--- src/rtl/sxw_pkg.sv ---
// Shared constants and the phase type for the synthesizer word calculator.
// Assumes frequencies are expressed in 0.01 MHz units.
package sxw_pkg;
    localparam int unsigned PERIOD_NUMER = 100_000_000;
    localparam int unsigned FREQ_CEIL    = 15938;
    localparam int unsigned FREQ_FLOOR   = 1000;
    localparam int unsigned BAND_LOW     = 8000;
    localparam int unsigned REF_MULT     = 46;
    localparam int unsigned REF_CONST    = 1432;
    localparam int unsigned ROUND_ADD    = REF_CONST / 2;
    localparam int unsigned CNT_OFFSET   = 257;
    localparam int unsigned WORD_W       = 13;
    localparam logic [12:0] STOP_PAT     = 13'h1800;

    typedef enum logic [2:0] {
        PH_IDLE,
        PH_WAITP,
        PH_CLAMP,
        PH_SCALE,
        PH_WAITF
    } sxw_phase_e;
endpackage

--- src/rtl/sxw_div_seq.sv ---
// Restoring unsigned divider: one quotient bit per cycle, W cycles per divide.
// Assumes go is only raised while busy is low; a zero divisor yields all ones.
module sxw_div_seq #(
    parameter int W = 27
) (
    input  logic         clk,
    input  logic         rst_n,
    input  logic         go,
    input  logic [W-1:0] num,
    input  logic [W-1:0] den,
    output logic         busy,
    output logic         valid,
    output logic [W-1:0] quo
);
    localparam int CW = $clog2(W + 1);

    logic [W-1:0]  q_r, d_r;
    logic [W:0]    r_r;
    logic [CW-1:0] cnt;
    logic [W:0]    r_sh, r_nx;
    logic          ge;

    // One restoring step: shift in next dividend bit, subtract if it fits
    always_comb begin
        r_sh = {r_r[W-1:0], q_r[W-1]};
        ge   = (r_sh >= {1'b0, d_r});
        r_nx = ge ? (r_sh - {1'b0, d_r}) : r_sh;
    end

    // Load operands on go, then iterate W steps and flag the result
    always_ff @(posedge clk) begin
        if (!rst_n) begin
            q_r   <= '0;
            d_r   <= '0;
            r_r   <= '0;
            cnt   <= '0;
            busy  <= 1'b0;
            valid <= 1'b0;
        end else begin
            valid <= 1'b0;
            if (go && !busy) begin
                q_r  <= num;
                d_r  <= den;
                r_r  <= '0;
                cnt  <= CW'(W);
                busy <= 1'b1;
            end else if (busy) begin
                r_r <= r_nx;
                q_r <= {q_r[W-2:0], ge};
                cnt <= cnt - 1'b1;
                if (cnt == CW'(1)) begin
                    busy  <= 1'b0;
                    valid <= 1'b1;
                end
            end
        end
    end

    assign quo = q_r;


    go_idle_chk: assert property (@(posedge clk) disable iff (!rst_n)
        go |-> !busy);

    valid_after_busy_chk: assert property (@(posedge clk) disable iff (!rst_n)
        valid |-> (!busy && $past(busy)));
endmodule

--- src/rtl/sxw_pack.sv ---
// Packs the feedback count, post-divider code and stop bits into the word.
// Assumes cnt >= 257 whenever low_range is clear.
module sxw_pack #(
    parameter int W = 27
) (
    input  logic         low_range,
    input  logic [1:0]   pdiv,
    input  logic [W-1:0] cnt,
    output logic [12:0]  word
);
    import sxw_pkg::*;

    logic [W-1:0] field_full;
    logic [12:0]  code;

    // Select divider code and offset field, then OR in the stop pattern
    always_comb begin
        field_full = cnt - W'(CNT_OFFSET);
        unique case (pdiv)
            2'd0:    code = 13'h0000;
            2'd1:    code = 13'h0600;
            2'd2:    code = 13'h0400;
            default: code = 13'h0200;
        endcase
        if (low_range)
            word = STOP_PAT;
        else
            word = STOP_PAT | code | {4'b0, field_full[8:0]};
    end
endmodule

--- src/rtl/sxw_calc.sv ---
// Top: converts a requested clock into a packed synthesizer program word.
// Assumes VAL_W is wide enough for the 100,000,000 period numerator.
module sxw_calc #(
    parameter int VAL_W = 27
) (
    input  logic             clk,
    input  logic             rst_n,
    input  logic             start,
    input  logic             period_mode,
    input  logic [VAL_W-1:0] target,
    output logic             busy,
    output logic             done,
    output logic [12:0]      word
);
    import sxw_pkg::*;

    sxw_phase_e       ph;
    logic [VAL_W-1:0] f_reg;
    logic [1:0]       pdiv;
    logic             low_r;
    logic             div_go, div_busy, div_valid;
    logic [VAL_W-1:0] div_num, div_den, div_quo;
    logic [12:0]      packed_w;
    logic             low_now;

    // Route divider operands for the period or the feedback divide
    always_comb begin
        div_go  = 1'b0;
        div_num = VAL_W'(PERIOD_NUMER);
        div_den = target;
        if (ph == PH_IDLE) begin
            div_go = start && period_mode;
        end else if (ph == PH_SCALE) begin
            div_go  = (f_reg >= VAL_W'(BAND_LOW));
            div_num = f_reg * VAL_W'(REF_MULT) + VAL_W'(ROUND_ADD);
            div_den = VAL_W'(REF_CONST);
        end
    end

    sxw_div_seq #(.W(VAL_W)) u_div (
        .clk   (clk),
        .rst_n (rst_n),
        .go    (div_go),
        .num   (div_num),
        .den   (div_den),
        .busy  (div_busy),
        .valid (div_valid),
        .quo   (div_quo)
    );

    // Decide the out-of-range case from the unclamped frequency
    assign low_now = (f_reg < VAL_W'(FREQ_FLOOR));

    sxw_pack #(.W(VAL_W)) u_pack (
        .low_range (low_r | (ph == PH_CLAMP && low_now)),
        .pdiv      (pdiv),
        .cnt       (div_quo),
        .word      (packed_w)
    );

    // Phase sequencer: convert, clamp, scale, divide, publish
    always_ff @(posedge clk) begin
        if (!rst_n) begin
            ph    <= PH_IDLE;
            f_reg <= '0;
            pdiv  <= '0;
            low_r <= 1'b0;
            done  <= 1'b0;
            word  <= '0;
        end else begin
            done <= 1'b0;
            unique case (ph)
                PH_IDLE: if (start) begin
                    low_r <= 1'b0;
                    pdiv  <= '0;
                    f_reg <= target;
                    ph    <= period_mode ? PH_WAITP : PH_CLAMP;
                end
                PH_WAITP: if (div_valid) begin
                    f_reg <= div_quo;
                    ph    <= PH_CLAMP;
                end
                PH_CLAMP: begin
                    if (f_reg > VAL_W'(FREQ_CEIL))
                        f_reg <= VAL_W'(FREQ_CEIL);
                    if (low_now) begin
                        word <= packed_w;
                        done <= 1'b1;
                        ph   <= PH_IDLE;
                    end else begin
                        ph <= PH_SCALE;
                    end
                end
                PH_SCALE: if (f_reg < VAL_W'(BAND_LOW)) begin
                    f_reg <= f_reg << 1;
                    pdiv  <= pdiv + 2'd1;
                end else begin
                    ph <= PH_WAITF;
                end
                PH_WAITF: if (div_valid) begin
                    word <= packed_w;
                    done <= 1'b1;
                    ph   <= PH_IDLE;
                end
                default: ph <= PH_IDLE;
            endcase
        end
    end

    assign busy = (ph != PH_IDLE);


    done_idle_chk: assert property (@(posedge clk) disable iff (!rst_n)
        done |-> !busy);

    busy_end_chk: assert property (@(posedge clk) disable iff (!rst_n)
        $fell(busy) |-> done);

    word_hold_chk: assert property (@(posedge clk) disable iff (!rst_n)
        !done |-> $stable(word));

    start_accept_chk: assert property (@(posedge clk) disable iff (!rst_n)
        $rose(busy) |-> $past(start));

    stop_bits_chk: assert property (@(posedge clk) disable iff (!rst_n)
        done |-> (word[12:11] == 2'b11));

    clamp_chk: assert property (@(posedge clk) disable iff (!rst_n)
        (ph == PH_SCALE && pdiv == 2'd0) |-> (f_reg <= VAL_W'(FREQ_CEIL)));

    post_limit_chk: assert property (@(posedge clk) disable iff (!rst_n)
        (ph == PH_SCALE && pdiv == 2'd3) |-> (f_reg >= VAL_W'(BAND_LOW)));
endmodule

--- config.mk ---
export PLATFORM = sky130hd
export DESIGN_NAME = sxw_calc
export DESIGN_NICKNAME = d
export VERILOG_FILES = /design/src/rtl/sxw_pkg.sv /design/src/rtl/sxw_div_seq.sv /design/src/rtl/sxw_pack.sv /design/src/rtl/sxw_calc.sv
export SDC_FILE = /design/constraint.sdc
export NUM_CORES = 1
export LEC_CHECK = 0
export BUFFER_PORTS_ARGS = -buffer_cell sky130_fd_sc_hd__buf_4
export CAP_MARGIN = 25
export CORE_MARGIN = 2
export CORE_UTILIZATION = 64
export CTS_CLUSTER_SIZE = 30
export DETAILED_ROUTE_END_ITERATION = 10
export GPL_ROUTABILITY_DRIVEN = 0
export PLACE_DENSITY = 0.82
export SYNTH_ARGS = -nofsm -noshare
export SYNTH_HDL_FRONTEND = slang
export SYNTH_SLANG_ARGS = --single-unit
--- constraint.sdc ---
create_clock -name clk -period 5.4 [get_ports clk]
set_clock_uncertainty 0.2 [all_clocks]
set_input_delay 0.27 -clock clk [delete_from_list [all_inputs] [get_ports clk]]
set_output_delay 0.27 -clock clk [all_outputs]
set_load 0.02 [all_outputs]
==> out/summary.md <==
The flow ran to the end, and the final reports show no timing, DRC or antenna violations. Data on the critical path is required at its endpoint by 5.49 ns. TritonCTS built the clock tree. The run gives 0 as the number of antenna violations at the first check in global routing.

Setup violations remaining at the end of the flow were counted as 0. The run gives 29100 um as the detailed-route wire length. The number of nets in the synthesized netlist is 1574. Area occupied by registers: 2670 um^2. The post-CTS clock slew at the launch and capture registers of the worst setup and hold paths is 0.06 ns, and the post-place instance area is 11500 um^2.

After floorplanning, the core was divided into 47 placement rows. Using the TritonRoute via totals, the vias-per-cell ratio works out to 6.17. The number of different library cells in the post-synthesis netlist is 89, and the met1 usage is 40.3%.

The die footprint was 18300 um^2. Measured along the x axis, the die boundary spans 135 um. Of the post-synthesis cell area, the dominant cell type holds 24.1%.

The run gives 19.6% as the sequential share of power. For the number of non-filler instances in the completed layout, the log shows 1690. The fraction of the mapped netlist area in simple logic gates came out at 20.0%. Setup repair after global routing left no endpoint under its margin. The category of the critical setup timing path was reg2reg. The number of synthesized register bits is 133. Leading cell type in the layout, fill and taps excluded: inv_1. Of the total synthesized cell area, the portion taken by full adders, half adders and majority gates is 17.4%. The area fraction in compound gates after synthesis is 21.3%, and the endpoint arrival time on the critical path is 5.24 ns.

The die height works out to 135 um. The final critical-path required period is 5.15 ns. The number of detailed-route iterations in the first pass is 5, and the leakage power is 5.21 nW. The design draws 6.39 mW.

The tools report the core footprint as 16700 um^2. The finished layout cell area was 12300 um^2; the count of final hold-check violations was 0. For the yosys synthesis warning count, the log shows 0. The max-slew headroom at the worst pin is 30.0%. 46 I/O pins were placed.

Dividing the final minimum period by the clock period gives 95.4%. The run gives 9771 as the via count of the first global-routing pass. Across the VDD grid, the largest voltage drop is 0.000333 V.

Aggregate global-route resource usage: 32.3%. For this design, the sink count on the clock tree is 133. The tools report the count of antenna-violating nets left after detailed routing as 0.

The logs give 1633 for the cell count after placement and 55.8% for the global routing usage on met2. Of all cell types, the one taking the most synthesized area is dfxtp_1. Yosys attributes the largest share of cell area to dfxtp_1 24%, ha_1 9.4%, fa_1 8.0%.

The number of max-capacitance violations reported was 0; the clock network fraction of design power was 16.5%. The clock passes through at most 2 buffers. Synthesis produced 1416 cells. The portion of synthesized area spent on multiplexers is 3.54%. Counting the fill cells in the layout gives 1297. For this run, asynchronously set or reset flops after synthesis account for 0%. The startpoint type of the worst setup path was a flop. The share of layout cells above drive strength 1 was 9.26%; the sequential area share after synthesis was 24.1%. Highest net fanout along the worst path: 7. The worst hold path belongs to the class in2reg. The dominant combinational cell family by area after synthesis is compound AO/OA/AOI/OAI gates. At the pin with the least slew margin, the transition time is 1.05 ns. After synthesis, the mean cell area works out to 7.79 um^2. The net count of the finished layout is 1614.

The number of pins with negative max-slew slack in the final report came out at 0. The most used flip-flop cell after synthesis is dfxtp_1. The maximum number of pins on one net before global-route repair came out at 74. After detailed routing, the number of remaining DRC violations is 0. Global routing's busiest layer: met2. The count of input and output buffers is 45.

The number of enable flip-flop cells after synthesis came out at 0. Setup total negative slack on the finished layout was measured at 0 ns. Leaving out fill and tap cells, the most frequent cells in the layout are 172 x inv_1, 168 x nor2_1, 137 x a21oi_1.

For this block, the initial DRC count from the detailed router was 906. Combinational logic is responsible for 63.8% of the overall power. For this configuration, the core starts out at a cell density of 66.0%. Nature of the critical path endpoint: a flop. Fraction of synthesized cell area in xor and xnor cells: 4.91%. Buffers added to address setup during post-CTS repair amount to 0.

In this run the cell area of the synthesized design comes to 11000 um^2. The number of clock buffers added by TritonCTS is 17. Clock root buffer: clkbuf_16. The run gives 47600 um as the global-route wire length before repair. CTS built an H-tree with a depth of 4.

The routed wirelength normalized by instance count came out at 17.2 um. Dividing total power by cell area gives a power density of 518 nW/um^2. The logs give 3.34 mW for the design internal power and 7450 um^2 for the multi-input combinational cell area. Summed over all layers, the global routing overflow is 0. Global routing consumed, on the met3 layer, 4.83% of the routing resources. Cells fill 73.8% of the core in the end. The run gives 0.43 ns as the clock latency reported for the late side of the worst-skew pair. Static timing analysis puts the maximum clock frequency at 194 MHz.

Summed over all nets, the half-perimeter wirelength after detailed placement is 21000 um. The switching part of the total came out at 47.7%. Summing over every cut layer, the via total after detailed routing is 10419.

In this run the power spent charging and discharging nets is 3.05 mW. The layout overhead on the synthesized area was 11.8%.
-- path summary, 6_finish.rpt --
path | startpoint | to | slack [ns] | depth (start not counted)
hold / removal | start | pdiv[1] | 0.03 | 4
setup / recovery | f_reg[7] | u_div.quo[26] | 0.25 | 16
setup reg to reg | f_reg[7] | u_div.quo[26] | 0.25 | 16
hold reg to reg | u_div.d_r[26] | u_div.d_r[26] | 0.25 | 2
-- layout make-up --
type / instances / area share [%]
sequential: 133 / 21.6
timing repair buffer: 89 / 6.05
tap: 220 / 2.23
inverter: 175 / 5.33
multi-input combinational: 1040 / 60.5
antenna: 1 / 0.0203
clock buffer: 20 / 3.62
clock inverter: 12 / 0.670
-- power groups by stage --
stage	combinational [mW]	sequential, mW	clock (mW)
after floorplan	3.11	1.22	0
after global placement	3.84	1.27	0
after detailed placement	3.95	1.27	0
after CTS	4.00	1.25	1.06
after global routing	4.51	1.27	1.10
final	4.08	1.26	1.06
-- critical path: stages (launching register included) --
cell and delay [ns]:
dfxtp_1 0.49, ha_1 0.31, fa_1 0.53, inv_1 0.06
fa_1 0.49, inv_1 0.04, ha_1 0.40, inv_2 0.07
or3_4 0.41, a211oi_2 0.23, nor4_1 0.12, and4bb_4 0.35
nand4_4 0.14, or4_4 0.58, nor4_2 0.29, mux2i_1 0.25
a311oi_2 0.05
-- repair_timing --
action,in CTS,in global routing
hold endpoints to repair,29,0
endpoints found under the setup margin,0,8
hold buffers,23,0
resized for setup,0,7
-- synthesized netlist by cell type (7+ instances only) --
master	n
inv_1	172
a311oi_1	7
nand2_1	87
ha_1	83
and2_1	7
nor4b_1	12
a221oi_1	12
nor2_1	168
clkbuf_1	58
a211oi_1	57
nand2b_1	15
a21oi_1	140
nor3_1	50
mux2i_1	39
nor2b_1	11
o221ai_1	11
xor2_1	18
or3_1	9
nand3_1	36
xnor2_1	42
o21ai_0	39
fa_1	44
nand4_1	8
a21o_1	18
dfxtp_1	133
and3_1	14
o21a_1	10
o31ai_1	8
-- layer usage --
layer	part of all wire, %	vias up
met5	0	-
met4	4.0	0
met3	6.6	97
met2	48	454
met1	41	4856
li1	-	5012
-- kinds of logic after synthesis --
logic type               after synthesis
buffers and inverters                243
XOR/XNOR                              61
AO/OA/AOI/OAI                        359
multiplexers                          39
flip-flops                           133
AND/OR/NAND/NOR                      454
adder cells (fa/ha/maj)              127
-- through the flow --
step                      hold slack (ns)  setup WS, ns
after floorplan                     0.222         0.615
after global placement              0.241         0.288
after detailed placement            0.244         0.190
after CTS                          0.0114         0.174
after global routing               0.0434        0.0219
final                              0.0259         0.249
(Power assumes the default switching activity.)
